==> config.mk <==
export PLATFORM = sky130hd
export DESIGN_NAME = lc_macrocell
export DESIGN_NICKNAME = d
export VERILOG_FILES = /design/src/rtl/lc_pkg.sv /design/src/rtl/lc_clk_pick.sv /design/src/rtl/lc_async_ctl.sv /design/src/rtl/lc_oe_sum.sv /design/src/rtl/lc_store.sv /design/src/rtl/lc_macrocell.sv
export SDC_FILE = /design/constraint.sdc
export NUM_CORES = 1
export LEC_CHECK = 0
export BUFFER_PORTS_ARGS = -buffer_cell sky130_fd_sc_hd__buf_4
export CORE_AREA = 2 2 39 41
export CTS_CLUSTER_DIAMETER = 30
export DETAILED_ROUTE_END_ITERATION = 10
export DIE_AREA = 0 0 41 43
export SETUP_SLACK_MARGIN = 0.05
export SLEW_MARGIN = 20
export SYNTH_ARGS = -nofsm -noshare
export SYNTH_HDL_FRONTEND = slang
export SYNTH_SLANG_ARGS = --single-unit
==> constraint.sdc <==
create_clock -name clk -period 2.05 [get_ports clk]
set_clock_uncertainty 0.1 [all_clocks]
set_input_delay 0.3075 -clock clk [delete_from_list [all_inputs] [get_ports clk]]
set_output_delay 0.3075 -clock clk [all_outputs]
set_load 0.05 [all_outputs]
==> src/rtl/lc_pkg.sv <==
package lc_pkg;

  localparam int NUM_SUM = 4;
  localparam int TERM_A  = 0;
  localparam int TERM_B  = 1;
  localparam int TERM_C  = 2;
  localparam int TERM_D  = 3;

  typedef enum logic [1:0] {
    MODE_D     = 2'b00,
    MODE_T     = 2'b01,
    MODE_JK    = 2'b10,
    MODE_LATCH = 2'b11
  } cell_mode_e;

  // Next stored value before reset/preset overrides are applied.
  function automatic logic lc_next(input cell_mode_e m, input logic cur,
                                   input logic a, input logic b,
                                   input logic edge_hit, input logic open_lvl);
    logic r;
    r = cur;
    case (m)
      MODE_D:  if (edge_hit) r = a;
      MODE_T:  if (edge_hit && a) r = ~cur;
      MODE_JK: begin
        if (edge_hit) begin
          case ({a, b})
            2'b10:   r = 1'b1;
            2'b01:   r = 1'b0;
            2'b11:   r = ~cur;
            default: r = cur;
          endcase
        end
      end
      default: if (open_lvl) r = a;
    endcase
    return r;
  endfunction

endpackage

==> src/rtl/lc_clk_pick.sv <==
module lc_clk_pick (
  input  logic clk,
  input  logic rst_n,
  input  logic cell_src,
  input  logic glb_src,
  input  logic sel_glb,
  input  logic inv_pol,
  output logic act_lvl,
  output logic act_edge
);

  logic lvl_prev;

  assign act_lvl = (sel_glb ? glb_src : cell_src) ^ inv_pol;

  // Seeded high so a level already active at release is not an edge.
  always_ff @(posedge clk or negedge rst_n) begin
    if (!rst_n) lvl_prev <= 1'b1;
    else        lvl_prev <= act_lvl;
  end

  assign act_edge = act_lvl & ~lvl_prev;

endmodule

==> src/rtl/lc_async_ctl.sv <==
module lc_async_ctl (
  input  logic loc_rst,
  input  logic glb_rst,
  input  logic rst_sel,
  input  logic loc_pre,
  input  logic glb_pre,
  input  logic pre_sel,
  output logic clr_act,
  output logic set_act
);

  logic rst_src, pre_src;

  assign rst_src = rst_sel ? glb_rst : loc_rst;
  assign pre_src = pre_sel ? glb_pre : loc_pre;
  assign clr_act = rst_src;
  assign set_act = pre_src & ~rst_src;

endmodule

==> src/rtl/lc_oe_sum.sv <==
module lc_oe_sum #(
  parameter int N_PT = 4
) (
  input  logic [N_PT-1:0] pt,
  output logic            oe
);

  logic [N_PT:0] acc;

  assign acc[0] = 1'b0;
  for (genvar g = 0; g < N_PT; g++) begin : g_or
    assign acc[g+1] = acc[g] | pt[g];
  end
  assign oe = acc[N_PT];

endmodule

==> src/rtl/lc_store.sv <==
module lc_store
  import lc_pkg::*;
(
  input  logic       clk,
  input  logic       rst_n,
  input  cell_mode_e mode,
  input  logic       d_a,
  input  logic       d_b,
  input  logic       edge_hit,
  input  logic       open_lvl,
  input  logic       clr_act,
  input  logic       set_act,
  output logic       q
);

  logic state, nxt;

  always_comb begin
    nxt = lc_next(mode, state, d_a, d_b, edge_hit, open_lvl);
    if (clr_act)      nxt = 1'b0;
    else if (set_act) nxt = 1'b1;
  end

  always_ff @(posedge clk or negedge rst_n) begin
    if (!rst_n) state <= 1'b0;
    else        state <= nxt;
  end

  always_comb begin
    if (clr_act)                             q = 1'b0;
    else if (set_act)                        q = 1'b1;
    else if (mode == MODE_LATCH && open_lvl) q = d_a;
    else                                     q = state;
  end

endmodule

==> src/rtl/lc_macrocell.sv <==
module lc_macrocell
  import lc_pkg::*;
#(
  parameter int OE_PTS = 4
) (
  input  logic               clk,
  input  logic               rst_n,
  input  logic [NUM_SUM-1:0] sum_t,
  input  logic [OE_PTS-1:0]  oe_pt,
  input  logic               glb_clk,
  input  logic               glb_rst,
  input  logic               glb_pre,
  input  logic [1:0]         cfg_mode,
  input  logic               cfg_clk_sel,
  input  logic               cfg_clk_pol,
  input  logic               cfg_rst_sel,
  input  logic               cfg_pre_sel,
  input  logic               cfg_pad_sel,
  output logic               reg_q,
  output logic               comb_q,
  output logic               pad_d,
  output logic               pad_oe
);

  cell_mode_e mode;
  logic gate_open, cell_edge, clr_act, set_act, oe_sum;

  assign mode = cell_mode_e'(cfg_mode);

  lc_clk_pick u_clk (
    .clk      (clk),
    .rst_n    (rst_n),
    .cell_src (sum_t[TERM_C]),
    .glb_src  (glb_clk),
    .sel_glb  (cfg_clk_sel),
    .inv_pol  (cfg_clk_pol),
    .act_lvl  (gate_open),
    .act_edge (cell_edge)
  );

  lc_async_ctl u_ovr (
    .loc_rst (sum_t[TERM_D]),
    .glb_rst (glb_rst),
    .rst_sel (cfg_rst_sel),
    .loc_pre (sum_t[TERM_B]),
    .glb_pre (glb_pre),
    .pre_sel (cfg_pre_sel),
    .clr_act (clr_act),
    .set_act (set_act)
  );

  lc_store u_store (
    .clk      (clk),
    .rst_n    (rst_n),
    .mode     (mode),
    .d_a      (sum_t[TERM_A]),
    .d_b      (sum_t[TERM_B]),
    .edge_hit (cell_edge),
    .open_lvl (gate_open),
    .clr_act  (clr_act),
    .set_act  (set_act),
    .q        (reg_q)
  );

  lc_oe_sum #(.N_PT(OE_PTS)) u_oe (
    .pt (oe_pt),
    .oe (oe_sum)
  );

  assign comb_q = sum_t[TERM_A];
  assign pad_d  = cfg_pad_sel ? comb_q : reg_q;
  assign pad_oe = oe_sum;

endmodule

Yosys cells after proc, flatten, opt, wreduce, memory -nomap -nowiden
Index checks and enable logic that the tools add are counted.

Register bits: 2. Input bits: 20. Output and inout bits: 4. Logic and storage cells: 41.

Eq/ne operators: 10. Mux-type cells: 15. Bitwise operators: 9. Reduce and logical (&&, ||, !) cells: 5.

Operators by type and width (number): $mux 1 (13); $ne 4x3->1 const B (3); $eq 2x2->1 const B (4); $ne 6x6->1 const B (1); $pmux 1 s3 (2); $reduce_bool 6->1 (1); $reduce_and 5->1 (1); $eq 2x1->1 const B (2); $not 1->1 (3); $or 1x1->1 (3); $and 1x1->1 (2); $logic_and 1x1->1 (2); $logic_not 2->1 (1); $xor 1x1->1 (1).

Depth between registers and ports, before layout
Gate-level depths: netlist (run 1).

Depth in word-level cells: 8. Mapped depth: 6. Depth with buffers taken out: 6.

Modules after synthesis
From an unflattened synthesis (run 1), not the netlist that was laid out.

Cells, all modules: 42. Area, all modules: 399.1 µm².

By module, submodules not included: lc_store (times used 1, cells an instance 30, area each 264.0 µm², seq. area each 25.0 µm²); lc_clk_pick (times used 1, cells an instance 6, area each 73.8 µm², seq. area each 26.3 µm²); lc_async_ctl (times used 1, cells an instance 3, area each 31.3 µm², seq. area each 0.0 µm²); lc_macrocell (times used 1, cells an instance 2, area each 22.5 µm², seq. area each 0.0 µm²); lc_oe_sum (times used 1, cells an instance 1, area each 7.5 µm², seq. area each 0.0 µm²).

Least setup slack after synthesis (run 1)
OpenSTA, ideal clock, no wires.

Path kind: input port to output port. Start point: input port cfg_clk_sel. End point: output port reg_q. Arrival time: 2.017 ns. Required time: 1.642 ns. Slack: -0.375 ns. Cell stages on the path: 4. Buffers on the path: 0. Cell sequence: mux2i_2 -> xor2_2 -> nor4b_1 -> nor3b_1.

Cells in the longest elaborated chain, start to end: 6.

RTL lines: from (decl) (line lc_macrocell.sv:14) `input logic cfg_clk_sel,`; $mux 1 (line lc_clk_pick.sv:14) `assign act_lvl = (sel_glb ? glb_src : cell_src) ^ inv_pol;`; $xor 1x1->1 (line lc_clk_pick.sv:14); $logic_and 1x1->1 (line lc_store.sv:32) `else if (mode == MODE_LATCH && open_lvl) q = d_a;`; $mux 1 (line lc_store.sv:32); $mux 1 (line lc_store.sv:31) `else if (set_act) q = 1'b1;`; $mux 1 (line lc_store.sv:30) `if (clr_act) q = 1'b0;`; to (decl) (line lc_macrocell.sv:19) `output logic reg_q,`.

No other way between the ends.

Worst setup path in the final report (run 1)
Start point: input port cfg_clk_sel. End point: output port pad_d.

Cells in the longest elaborated chain, start to end: 7.

RTL lines: $mux 1 (line lc_clk_pick.sv:14); $xor 1x1->1 (line lc_clk_pick.sv:14); $logic_and 1x1->1 (line lc_store.sv:32); $mux 1 (line lc_store.sv:32); $mux 1 (line lc_store.sv:31); $mux 1 (line lc_store.sv:30); $mux 1 (line lc_macrocell.sv:71) `assign pad_d = cfg_pad_sel ? comb_q : reg_q;`; to (decl) (line lc_macrocell.sv:21) `output logic pad_d,`.

No other way between the ends.

==> results.py, run 1 <==
metrics = {
    "grt": {
        "grt_pass1_vias": 354,
        "grt.overflow.total": 0,
        "antenna_found_initial": 0,
        "grt_max_degree": 6,
        "grt_pass1_wl_mm": 1.345,
        "grt_usage_pct": 11.37,
    },
    "drt": {
        "avgViaCountPerCell": 4.707,
        "drtIter0Drc": 3,
        "vias": 386,
        "ant_nets": 0,
        "drtPass1Iterations": 4,
        "wl_per_cell_um": 11.15,
        "drc": 0,
        "routed_wl_um": 914,
    },
    "final_layout": {
        "final_core_util_pct": 46.56,
        "nets": 93,
        "syn_to_final_growth_pct": 76.98,
        "diodes": 0,
        "fin_area_sq_um": 644.4,
        "drive_above_1_share_pct": 56.06,
    },
    "setup_path": {
        "ff2ff_path_depth": 4,
        "crit_path_start_kind": "primary input",
        "worst_r2r_endpoint": "u_store.state",
        "critPathKind": "in -> out",
        "r2r_slack_ns": 0.70,
        "critPathCaptureType": "primary output",
        "crit_required_ns": 1.64,
        "arrival_ns": 1.55,
        "crit_fanout": 3,
        "timing.rr.start": "u_clk.lvl_prev",
        "crit_path_start": "cfg_clk_sel",
    },
    "clock_tree": {
        "cts_tree": "done",
        "htreeDepth": 1,
        "clockBufferDepth": 2,
        "clkLatencyLatePin_ns": 0.23,
        "cts_sinks": 2,
        "cts_buffers": 3,
        "clk_pin_slew_ns": 0.03,
        "cts_root_buf": "clkbuf_4",
        "post_cts_buffers": 0,
    },
    "yosys": {
        "synth-edff-count": 0,
        "synth_top_area_share_pct": 20.62,
        "ys.warnings.count": 0,
        "synth-main-ff-cell": "dfstp_2",
        "synth_cell_types": 25,
        "netlist_area_sq_um": 364.1,
        "syn_inst": 37,
        "async_flop_share_pct": 100.0,
        "ys_ff_latch": 2,
        "synth_area_leader_cell": "ha_1",
        "yosysSeqAreaShare_pct": 14.09,
        "syn_area_per_cell_sq_um": 9.841,
        "netlist_top_cells_area": "ha_1 (21%), a2111oi_4 (7.6%), dfstp_2 (7.2%)",
        "postSynthNetCount": 63,
    },
    "outcome": {
        "status": "finished clean",
    },
    "floorplan": {
        "die_y_um": 43,
        "start_util_pct": 26.31,
        "rows": 14,
        "io_pins": 24,
        "core_sq_um": 1384,
        "die-area_sq_um": 1763,
        "die_x_um": 41,
    },
    "placed_design": {
        "dp_hpwl_um": 792.3,
        "pre_cts_ws_ns": 0.04143,
        "gp_congestion": 0.7712,
        "postPlaceCellArea_sq_um": 581.8,
        "io_buffers": 23,
    },
    "timing": {
        "hold_viol_final": 0,
        "period_share_pct": 95.51,
        "worst_slack_ns": 0.09213,
        "fmax_mhz": 510.8,
        "slew_headroom_pct": 79.76,
        "setup_viol": 0,
        "rsz0062_at_grt": "yes",
        "slew_viol_final": 0,
        "setup_tns_ns": 0,
        "fin_crit_ns": 1.958,
        "tightest_slew_ns": 0.2997,
    },
    "power": {
        "p_per_area_nw_per_um2": 459.5,
        "vdd_drop_max_v": 0.0002685,
        "p_leak_nw": 0.3014,
    },
    "hold_path": {
        "whs_endpoint": "u_clk.lvl_prev",
        "worstHoldPathType": "in -> reg",
        "hold_start": "cfg_clk_pol",
        "hold_depth": 3,
    },
    "run": {
        "drv_cap": 0,
    },
}
-- sequential cells by signal (all words and copies together) (netlist names) --
signal          flops
u_clk.lvl_prev      1
u_store.state       1
-- synthesized netlist by cell type (2+ instances only) --
| cell type | n |
|---|---|
| o31a_1 | 2 |
| nor2_1 | 4 |
| inv_1 | 3 |
| nand2b_1 | 2 |
| ha_1 | 6 |
-- worst max path at each step --
stage | depth (start not counted) | slack (ns) | endpoint
finish | 7 | 0.09 | pad_d
global route | 7 | 0.03 | pad_d
CTS | 7 | 0.06 | pad_d
detailed placement | 7 | 0.04 | pad_d
global placement | 7 | 0.06 | pad_d
floorplan | 4 | 0.09 | reg_q
-- kinds of logic after synthesis --
logic type,count (synthesis),share of synthesized area (%)
buffers and inverters,5,6.185
AOI/OAI and AO/OA,9,26.81
muxes,3,9.621
xor gates and xnor gates,1,4.469
and+or+nand+nor,11,18.21
DFF,2,14.09
adders and majority gates,6,20.62
-- timing repair --
action | in CTS | in global routing
pin swaps | 2 | 3
endpoints found under the setup margin | 1 | 1
resized for setup | 1 | 4
hold endpoints to repair | 2 | 0
hold buffers | 1 | 0
cloned | 0 | 0
-- stage by stage --
step / hold WS (ns) / cells / total power, mW
after floorplan: -0.08809 / 37 / 0.1360
after global placement: -0.003888 / 77 / 0.1909
after detailed placement: -0.002981 / 77 / 0.1924
after CTS: 0.2767 / 82 / 0.2948
after global routing: 0.3052 / 82 / 0.3137
final: 0.2898 / 82 / 0.2961
-- power by group --
part	switching, mW	internal, mW
Sequential	0.00448	0.0468
Combinational	0.0738	0.0747
Clock	0.0240	0.0723
Total	0.102	0.194
-- layer usage --
metal	global-route usage [%]	wire (um)
met3	3.141	72
met4	6.000	0
met1	12.62	358
met5	0	0
met2	18.44	482
-- placed cells by master, fill, tap and decap left out, types with 2 or more instances in the layout --
cell type | synthesis | layout
buf_4 | 1 | 23
a2111oi_4 | 1 | 2
nand2b_1 | 2 | 2
nor2_1 | 4 | 4
o31a_1 | 2 | 2
ha_1 | 6 | 6
inv_1 | 3 | 3
clkbuf_4 | 0 | 3
-- cell type report --
cell class,instances,area (sq um)
Fill cell,137,739.5
Inverter,4,15.01
Tap cell,16,20.02
Clock buffer,4,26.28
Multi-Input combinational cell,30,322.8
Sequential cell,2,51.30
Timing Repair Buffer,26,209.0
-- worst max-delay path: stages --
cell,delay (ns)
buf_8,0.07
mux2i_4,0.22
xor2_2,0.22
nor4b_2,0.09
buf_4,0.15
a2111oi_4,0.28
buf_6,0.20
No activity file was read; power rests on OpenSTA's default activity.
==> run 2, diff against run 1 <==
Settings changed: CELL_PAD_IN_SITES_DETAIL_PLACEMENT set to 1, CELL_PAD_IN_SITES_GLOBAL_PLACEMENT set to 2, CORE_AREA 2 2 39 41 to unset, CORE_MARGIN set to 1.5, CORE_UTILIZATION set to 21, DIE_AREA 0 0 41 43 to unset, PLACE_DENSITY_LB_ADDON set to 0.1.
==> results.py, run 2 (same netlist as run 1, synthesis figures left out) <==
metrics = {
    "outcome": {
        "status": "finished, violations left",
        "violations": "DRC",
    },
    "setup_path": {
        "critPathKind": "in -> out",
        "crit_required_ns": 1.64,
        "crit_path_start": "cfg_clk_sel",
        "critPathCaptureType": "primary output",
        "crit_path_start_kind": "primary input",
        "slowest_stage": "a2111oi_4",
        "path_cells": "buf_4 > mux2i_4 > xor2_2 > inv_2 > a2111oi_4 > a2111oi_4 > buf_4",
        "crit_fanout": 3,
        "arrival_ns": 1.54,
        "cpPeakStageDelay_ns": 0.34,
        "timing.rr.start": "u_clk.lvl_prev",
    },
    "clock_tree": {
        "cts_buffers": 3,
        "cts_sinks": 2,
        "clkLatencyLatePin_ns": 0.23,
        "htreeDepth": 1,
        "cts_tree": "done",
        "clockBufferDepth": 2,
        "cts_root_buf": "clkbuf_4",
        "clk_pin_slew_ns": 0.04,
    },
    "timing": {
        "hold_viol_final": 0,
        "tightest_slew_ns": 0.2914,
        "fin_crit_ns": 1.950,
        "slew_headroom_pct": 80.02,
        "setup_viol": 0,
        "slew_viol_final": 0,
        "holdWs_ns": 0.3078,
        "period_share_pct": 95.12,
        "fmax_mhz": 512.8,
        "rsz0062_at_grt": "no",
    },
    "floorplan": {
        "rows": 14,
        "core_sq_um": 1559,
        "die_y_um": 44.64,
        "start_util_pct": 23.35,
        "io_pins": 24,
        "die-area_sq_um": 1993,
        "die_x_um": 44.64,
    },
    "drt": {
        "routed_wl_um": 974,
        "met1_length_um": 432,
        "ant_nets": 0,
        "avgViaCountPerCell": 4.810,
        "drtPass1Iterations": 6,
        "wl_per_cell_um": 11.60,
        "wl_met2_um": 488,
        "top_layer": "met3",
        "drc": 1,
        "vias": 404,
        "drtIter0Drc": 4,
        "met3_length_um": 53,
    },
    "grt": {
        "antenna_found_initial": 0,
        "grt_pass1_vias": 428,
        "grt.overflow.total": 0,
        "grt_pass1_wl_mm": 1.731,
        "grt_usage_pct": 11.60,
        "grt_max_degree": 6,
    },
    "power": {
        "pwr-share-seq_pct": 17.2,
        "p_comb_share_pct": 50.9,
        "intPower_mw": 0.1969,
        "clkPwrFrac_pct": 31.9,
        "p_per_area_nw_per_um2": 468.0,
        "p_leak_nw": 0.3062,
        "p_sw_share_pct": 34.44,
        "vdd_drop_max_v": 0.0002640,
        "p_switching_mw": 0.1035,
    },
    "final_layout": {
        "top_regs": "u_clk.lvl_prev (1), u_store.state (1)",
        "layout_commonest_cell": "buf_4",
        "drive_above_1_share_pct": 55.88,
        "diodes": 0,
        "final_cells": 84,
        "fin_area_sq_um": 641.9,
        "final_core_util_pct": 41.17,
        "final_cell_mix": "buf_4 (27), ha_1 (6), nor2_1 (4)",
        "nets": 95,
        "syn_to_final_growth_pct": 76.29,
    },
    "placed_design": {
        "gp_congestion": 0.7114,
        "io_buffers": 23,
        "dp_hpwl_um": 837.3,
        "dp_cells": 77,
        "postPlaceCellArea_sq_um": 581.8,
    },
    "run": {
        "drv_cap": 0,
    },
    "hold_path": {
        "worstHoldPathType": "in -> async",
    },
}
## run 2: changes by cell type in the layout (fill, tap and decap cells not counted), sizes merged
cell / change
buf: +2
## run 2: area by class of cell
class,instances,area [sq um]
tap,16,20.02
timing repair buffer,28,212.7
clock buffer,4,26.28
fill,185,917.1
multi-input combinational,30,316.6
sequential,2,51.30
inverter,4,15.01
## run 2: path summary, 6_finish.rpt
kind	to	slack (ns)	cells after the start
worst max-delay path	pad_d	0.10	7
max in group asynchronous	u_clk.lvl_prev	1.35	2
worst max register to register	u_store.state	0.71	4
min in group clk	u_store.state	0.33	4
worst min-delay path	u_store.state	0.31	2
worst min register to register	u_store.state	0.64	3
## run 2: repair_timing
item / 4_1_cts / 5_1_grt
resized for setup: 0 / 1
hold buffers: 1 / 0
hold endpoints to repair: 2 / 0
cloned: 0 / 0
setup buffers: 1 / 1
endpoints found under the setup margin: 1 / 2
pin swaps: 2 / 1
## run 2: critical path: cells and delay by family
kind	cells	cell delay (ns)
AO/OA/AOI/OAI	2	0.41
XOR/XNOR	1	0.22
buffers and inverters	3	0.38
multiplexers	1	0.22
## run 2: per-stage QoR
stage	setup slack (ns)	power, mW	setup TNS (ns)
2_1_floorplan	0.08874	0.1360	0
3_3_place_gp	0.02589	0.1947	0
3_5_place_dp	-0.001198	0.1949	-0.001198
4_1_cts	0.08023	0.3011	0
5_1_grt	0.04649	0.3256	0
6_report	0.1001	0.3004	0
## run 2: layer usage
layer	up-vias	track usage, %
met5	-	0
met4	0	3.636
met3	0	2.857
met2	12	20.29
met1	194	13.73
li1	198	-
## run 2: power groups by stage
stage	registers [mW]	clock network [mW]	logic [mW]
6_report	0.0517	0.0958	0.153
5_1_grt	0.0523	0.107	0.166
4_1_cts	0.0520	0.101	0.148
3_5_place_dp	0.0524	0	0.143
3_3_place_gp	0.0523	0	0.142
2_1_floorplan	0.0506	0	0.0854
==> run 3, diff against run 2 <==
Settings changed: CORE_UTILIZATION 21 to 22, CTS_BUF_LIST set to sky130_fd_sc_hd__clkbuf_8.
==> results.py, run 3 (same netlist as run 1, synthesis figures left out) <==
metrics = {
    "floorplan": {
        "start_util_pct": 23.89,
        "rows": 14,
        "die_x_um": 43.68,
        "die-area_sq_um": 1908,
        "io_pins": 24,
        "core_sq_um": 1524,
        "die_y_um": 43.68,
    },
    "clock_tree": {
        "clockBufferDepth": 2,
        "cts_root_buf": "clkbuf_8",
        "cts_sinks": 2,
        "clkLatencyLatePin_ns": 0.22,
        "htreeDepth": 1,
        "cts_tree": "done",
        "clk_pin_slew_ns": 0.03,
        "cts_buffers": 3,
    },
    "drt": {
        "vias": 396,
        "drc": 0,
        "avgViaCountPerCell": 4.829,
        "drtPass1Iterations": 3,
        "ant_nets": 0,
        "routed_wl_um": 958,
        "wl_per_cell_um": 11.68,
        "drtIter0Drc": 5,
    },
    "placed_design": {
        "io_buffers": 23,
        "postPlaceCellArea_sq_um": 581.8,
        "gp_congestion": 0.6880,
        "dp_hpwl_um": 804.4,
    },
    "setup_path": {
        "crit_fanout": 3,
        "crit_required_ns": 1.64,
        "cpPeakStageDelay_ns": 0.41,
        "slowest_stage": "a2111oi_4",
        "worst_r2r_endpoint": "u_store.state",
        "crit_path_start_kind": "primary input",
        "critPathKind": "in -> out",
        "timing.rr.start": "u_clk.lvl_prev",
        "ff2ff_path_depth": 4,
        "arrival_ns": 1.57,
        "critPathCaptureType": "primary output",
        "r2r_slack_ns": 0.66,
        "path_cells": "buf_8 > mux2i_4 > xor2_2 > inv_2 > a2111oi_4 > a2111oi_4 > buf_6",
        "cpMostUsedCell": "a2111oi_4",
    },
    "outcome": {
        "status": "finished clean",
    },
    "power": {
        "vdd_drop_max_v": 0.0003362,
        "p_per_area_nw_per_um2": 553.3,
        "p_leak_nw": 0.3127,
    },
    "timing": {
        "slew_headroom_pct": 70.48,
        "fmax_mhz": 506.7,
        "hold_viol_final": 0,
        "holdWs_ns": 0.3074,
        "period_share_pct": 96.27,
        "slew_viol_final": 0,
        "fin_crit_ns": 1.974,
        "rsz0062_at_grt": "yes",
        "tightest_slew_ns": 0.4417,
        "setup_viol": 0,
    },
    "final_layout": {
        "num-fill-cells": 180,
        "syn_to_final_growth_pct": 82.13,
        "nets": 93,
        "multi_input_area_sq_um": 322.8,
        "diodes": 0,
        "top_regs": "u_clk.lvl_prev (1), u_store.state (1)",
        "regArea_sq_um": 51.30,
        "layout_commonest_cell": "buf_4",
        "final_core_util_pct": 43.51,
        "drive_above_1_share_pct": 56.06,
        "fin_area_sq_um": 663.1,
        "final_cell_mix": "buf_4 (23), ha_1 (6), inv_1 (4), nor2_1 (4), clkbuf_8 (3)",
    },
    "grt": {
        "grt_pass1_vias": 413,
        "grt_usage_pct": 12.45,
        "grt_pass1_wl_mm": 1.704,
        "antenna_found_initial": 0,
        "grt.overflow.total": 0,
        "grt_max_degree": 6,
    },
    "run": {
        "drv_cap": 0,
    },
    "hold_path": {
        "worstHoldPathType": "in -> async",
    },
}
[run 3: changes by cell type in the layout (fill, tap and decap cells not counted)]
cell / previous run / this run
buf_4: 27 / 23
buf_6: 0 / 1
buf_8: 0 / 1
clkbuf_1: 1 / 0
clkbuf_4: 3 / 0
clkbuf_8: 0 / 3
inv_1: 3 / 4
nor4b_1: 1 / 0
nor4b_2: 0 / 1
[run 3: final cells by class]
type | count | share of cell area, %
multi-input cells | 30 | 48.68
repair buffers | 26 | 31.51
flip-flops and latches | 2 | 7.736
clock buffers | 3 | 6.226
well taps | 16 | 3.019
inverters | 4 | 2.264
clock inverters | 1 | 0.5660
[run 3: how the worst max path moves through the flow]
stage / cells past startpoint / start / end
after floorplan: 4 / cfg_clk_sel / reg_q
final: 7 / cfg_clk_sel / pad_d
after global routing: 7 / cfg_clk_sel / pad_d
after CTS: 7 / cfg_clk_sel / pad_d
after global placement: 7 / cfg_clk_sel / pad_d
after detailed placement: 7 / cfg_clk_sel / pad_d
[run 3: where the power goes]
part,internal [mW],leakage [nW],switching (mW)
registers,0.0469,0.0229,0.00483
logic,0.0769,0.263,0.0751
clock network,0.127,0.0269,0.0361
total,0.251,0.313,0.116
[run 3: layer usage]
layer / wire [um] / track usage (%) / up-vias
li1: - / - / 196
met1: 395 / 14.25 / 181
met2: 455 / 18.82 / 19
met3: 107 / 4.583 / 0
met4: 0 / 9.091 / 0
met5: 0 / 0 / -
[run 3: worst max-delay path: cells and delay by family]
family / cells / cell delay, ns
compound gates: 2 / 0.47
xor+xnor: 1 / 0.23
buf+inv: 3 / 0.32
mux: 1 / 0.22
[run 3: through the flow]
| stage | setup TNS, ns | instances | worst slack, ns | power (mW) |
|---|---|---|---|---|
| after global placement | 0 | 77 | 0.05522 | 0.1942 |
| after detailed placement | -0.006635 | 77 | -0.006635 | 0.1942 |
| final | 0 | 82 | 0.07649 | 0.3669 |
| after CTS | 0 | 82 | 0.07132 | 0.3709 |
| after floorplan | 0 | 37 | 0.08874 | 0.1360 |
| after global routing | -0.003766 | 82 | -0.003766 | 0.3872 |
[run 3: timing repair]
action / in CTS / in global routing
endpoints found under the setup margin: 1 / 2
hold endpoints to repair: 2 / 0
gates cloned: 0 / 0
pin swaps: 2 / 4
hold buffers: 1 / 0
gates resized for setup: 2 / 3
buffers inserted: 0 / 1
